### src/rtl/pwm_buffered.sv
module pwm_buffered #(
  parameter int TMR_W = 8
) (
  input  logic               clk,
  input  logic               rst_n,
  input  logic               mode_en,
  input  logic [1:0]         prescale_sel,
  input  logic               period_we,
  input  logic [TMR_W-1:0]   period_wdata,
  input  logic               duty_hi_we,
  input  logic [TMR_W-1:0]   duty_hi_wdata,
  input  logic               duty_lo_we,
  input  logic [1:0]         duty_lo_wdata,
  output logic [TMR_W+1:0]   shadow_duty,
  output logic               pwm_out
);
  localparam int DW    = TMR_W + 2;
  localparam int PRE_W = 4;

  logic [TMR_W-1:0] tmr_q, period_q, duty_hi_q;
  logic [1:0]       sub_q, duty_lo_q;
  logic [PRE_W-1:0] pre_q;
  logic [DW-1:0]    shadow_q;
  logic             out_q;

  logic          qtick, tmr_inc, period_evt, duty_hit;
  logic [DW-1:0] base_nxt;

  assign qtick      = (prescale_sel == 2'b00) ? 1'b1 :
                      (prescale_sel == 2'b01) ? &pre_q[1:0] : &pre_q;
  assign tmr_inc    = qtick & (&sub_q);
  assign period_evt = mode_en & tmr_inc & (tmr_q == period_q);
  assign base_nxt   = {tmr_q, sub_q} + DW'(1);
  assign duty_hit   = mode_en & qtick & (base_nxt == shadow_q);

  always_ff @(posedge clk) begin
    if (!rst_n) begin
      tmr_q     <= '0;
      period_q  <= '0;
      duty_hi_q <= '0;
      duty_lo_q <= '0;
      sub_q     <= '0;
      pre_q     <= '0;
      shadow_q  <= '0;
      out_q     <= 1'b0;
    end else begin
      if (period_we)  period_q  <= period_wdata;
      if (duty_hi_we) duty_hi_q <= duty_hi_wdata;
      if (duty_lo_we) duty_lo_q <= duty_lo_wdata;
      if (!mode_en) begin
        pre_q <= '0;
        sub_q <= '0;
        tmr_q <= '0;
        out_q <= 1'b0;
      end else begin
        pre_q <= pre_q + PRE_W'(1);
        if (qtick) sub_q <= sub_q + 2'd1;
        if (period_evt) begin
          tmr_q    <= '0;
          shadow_q <= {duty_hi_q, duty_lo_q};
          out_q    <= |{duty_hi_q, duty_lo_q};
        end else begin
          if (tmr_inc)  tmr_q <= tmr_q + TMR_W'(1);
          if (duty_hit) out_q <= 1'b0;
        end
      end
    end
  end

  assign shadow_duty = shadow_q;
  assign pwm_out     = out_q;
endmodule


### config.mk
export PLATFORM = sky130hd
export DESIGN_NAME = pwm_buffered
export DESIGN_NICKNAME = d
export VERILOG_FILES = /design/src/rtl/pwm_buffered.sv
export SDC_FILE = /design/constraint.sdc
export NUM_CORES = 1
export LEC_CHECK = 0
export BUFFER_PORTS_ARGS = -buffer_cell sky130_fd_sc_hd__buf_2
export CAP_MARGIN = 40
export CORE_AREA = 8 8 78 80
export CTS_BUF_LIST = sky130_fd_sc_hd__clkbuf_8
export DETAILED_ROUTE_END_ITERATION = 10
export DIE_AREA = 0 0 86 88
export PLACE_DENSITY = 0.66
export REMOVE_ABC_BUFFERS = 1
export SLEW_MARGIN = 10
export SYNTH_ARGS = -nofsm -noshare
export SYNTH_HDL_FRONTEND = slang
export SYNTH_SLANG_ARGS = --single-unit
### constraint.sdc
create_clock -name clk -period 2.09 [get_ports clk]
set_input_delay 0.418 -clock clk [delete_from_list [all_inputs] [get_ports clk]]
set_output_delay 0.418 -clock clk [all_outputs]
set_load 0.01 [all_outputs]
==> results_dict.tcl <==
set metrics [dict create \
    postCtsSetupBuffers 0 \
    whs_ns 0.373 \
    grt_pass1_wl_mm 8.10 \
    ys.flop_type "dfxtp_1" \
    fin_crit_ns 1.97 \
    power.density_nw_per_um2 631 \
    worstSetupEndpointType "flip-flop" \
    post_cts_resized 0 \
    yosysWarnings 0 \
    cts.clk_slew.worst_paths_ns 0.08 \
    clk_path_buf_depth 2 \
    finalWorstSetupSlack_ns 0.124 \
    synth-edff-count 0 \
    drt_iter0_drc 50 \
    dieHeight_um 88 \
    grt_max_degree 19 \
    worstSetupPathType "reg2reg" \
    die_w_um 86 \
    cts_buffers 5 \
    final_hold_viol_count 0 \
    slew_headroom_pct 73.7 \
    postRouteAntennaNets 0 \
    diodes 0 \
    cp.arrival_ns 2.16 \
    synth_area_leaders "dfxtp_1 39%, xnor2_1 8.8%, mux2i_1 8.7%" \
    io_pins 37 \
    r2r_slack_ns 0.12 \
    route.detailed.drc 0 \
    track_usage_pct 13.5 \
    finalPower_mw 1.62 \
    setup_viol 0 \
    required_ns 2.28 \
    min_path_type "in2reg" \
    via_per_inst 5.00 \
    ir_drop_mv 0.346 \
    syn_avg_cell_area_um2 9.24 \
    cap_violations 0 \
    holdBufCountCts 0 \
    io_buffers 36 \
    antenna_found_initial 0 \
    fin_crit_sh_pct 94.1 \
    grt_overflow 0 \
    pre_cts_slack_ns 0.0583 \
    setup_tns_ns 0 \
    ys_seq_area_share_pct 39.5 \
    core-area_um2 4910 \
    synth.distinct_cells 38 \
    fp.dieArea_um2 7570 \
    fmax_mhz 509 \
    clock_sinks 43 \
    synthArstFlopShare_pct 0 \
    htreeDepth 2 \
    placed_cells 340 \
    cts_tree "yes" \
    wl_mm 4.70 \
    multi_input_area_um2 1250 \
    start_util_pct 44.4 \
    hpwl_mm 3.73 \
    synth_area_um2 2180 \
    vias 1734 \
    regArea_um2 861 \
    nNetsFinal 306 \
    grt_setup_unrepaired "no" \
    synth.largest_area_cell "dfxtp_1" \
    grt_pass1_vias 1867 \
    fillerInstances 446 \
    syn2layout_area_growth_pct 17.8 \
    final_cells 347 \
    ctsRootBufferMaster "clkbuf_8" \
    synth_top_area_share_pct 39.5 \
    post_drt_wl_per_cell_um 13.5 \
    gp_congestion 0.780 \
    skew_ns 0.00953 \
    maxSlewViolCount 0 \
    ys_ff_latch 43 \
    fp-row-count 26 \
    cp_max_fo 9 \
    startpoint_type "flip-flop" \
    clk_latency_ns 0.29 \
    layout-drive-gt1-share_pct 22.0 \
    leakagePower_nw 1.03 \
    worst_slew_pin_slew_ns 0.391 \
    status "complete, no violations" \
    first_pass_iters 4 \
    syn_inst 236 \
]
-- power by group --
group          leakage (nW)  total [mW]  internal, mW  switching [mW]
combinational         0.630       0.140        0.0698          0.0703
sequential            0.350       0.861         0.842          0.0184
clock                0.0502       0.618         0.349           0.269
total                  1.03        1.62          1.26           0.358
-- per-layer routing --
layer	global-route usage, %	share of wire (%)
met3	5.07	6.7
met2	22.3	45
met1	14.5	46
met5	0	0
met4	7.80	2.1
-- cell families (layout without fill, tap and decap cells) --
group                      count (synthesis)  after routing  share of synthesized area, %
and+or+nand+nor                          103            103                          26.0
DFF                                       43             43                          39.5
xor gates and xnor gates                  28             28                          11.3
AOI/OAI and AO/OA                         26             26                          8.96
muxes                                     19             19                          8.73
buffers and inverters                     14             55                          3.85
adders and majority gates                  3              3                          1.72
-- worst paths after layout --
kind	startpoint	endpoint	depth (start not counted)
max reg2reg	sub_q[1]$_SDFFE_PN0N_	pwm_out$_SDFFE_PN0P_	6
min	duty_hi_wdata[4]	duty_hi_q[4]$_SDFFE_PN0P_	3
min reg2reg	pre_q[0]$_SDFF_PN0_	pre_q[0]$_SDFF_PN0_	1
max	sub_q[1]$_SDFFE_PN0N_	pwm_out$_SDFFE_PN0P_	6
-- state kept, by name, indices dropped and copies added (netlist names) --
register     count
period_q         8
tmr_q            8
duty_hi_q        8
pwm_out          1
duty_lo_q        2
shadow_duty     10
sub_q            2
pre_q            4
-- cells in the mapped netlist, drive strengths merged (2+ instances only) --
cell	n
a31oi	2
nand2	32
clkbuf	6
nor3	5
nand3	11
o21ai	4
xnor2	22
dfxtp	43
mux2i	19
and3	4
nand4b	3
nor2	13
a21oi	4
and4	2
nor2b	19
nor4	3
xor2	6
nand4	4
and2	2
nor3b	2
a21boi	10
ha	3
buf	7
-- layout make-up --
| type | count | share of cell area, % |
|---|---|---|
| clock buffers | 5 | 2.68 |
| clock inverters | 2 | 1.46 |
| inverters | 1 | 0.146 |
| multi-input cells | 179 | 48.5 |
| flip-flops and latches | 43 | 33.5 |
| well taps | 70 | 3.41 |
| repair buffers | 47 | 10.2 |
-- layout by cell type, fill, tap and decap left out, drive strengths merged, types with 2 or more instances in the layout --
| cell type | n |
|---|---|
| a21boi | 10 |
| a21oi | 4 |
| a31oi | 2 |
| and2 | 2 |
| and3 | 4 |
| and4 | 2 |
| buf | 47 |
| clkbuf | 5 |
| dfxtp | 43 |
| ha | 3 |
| mux2i | 19 |
| nand2 | 32 |
| nand3 | 11 |
| nand4 | 4 |
| nand4b | 3 |
| nor2 | 13 |
| nor2b | 19 |
| nor3 | 5 |
| nor3b | 2 |
| nor4 | 3 |
| o21ai | 4 |
| xnor2 | 22 |
| xor2 | 6 |
-- stage by stage --
step / area (um2) / util, %
global placement: 2450 / 49.9
global route: 2570 / 52.3
detailed placement: 2450 / 49.9
finish: 2570 / 52.3
floorplan: 2100 / -
CTS: 2560 / 52.0
-- critical path, stage by stage (launching register included) --
cell and delay, ns:
dfxtp_1 0.39, ha_2 0.23, inv_1 0.08, o31a_4 0.41
o41ai_4 0.39, nor3_1 0.08, a211o_1 0.27
Power figures use the tool's default switching activity.
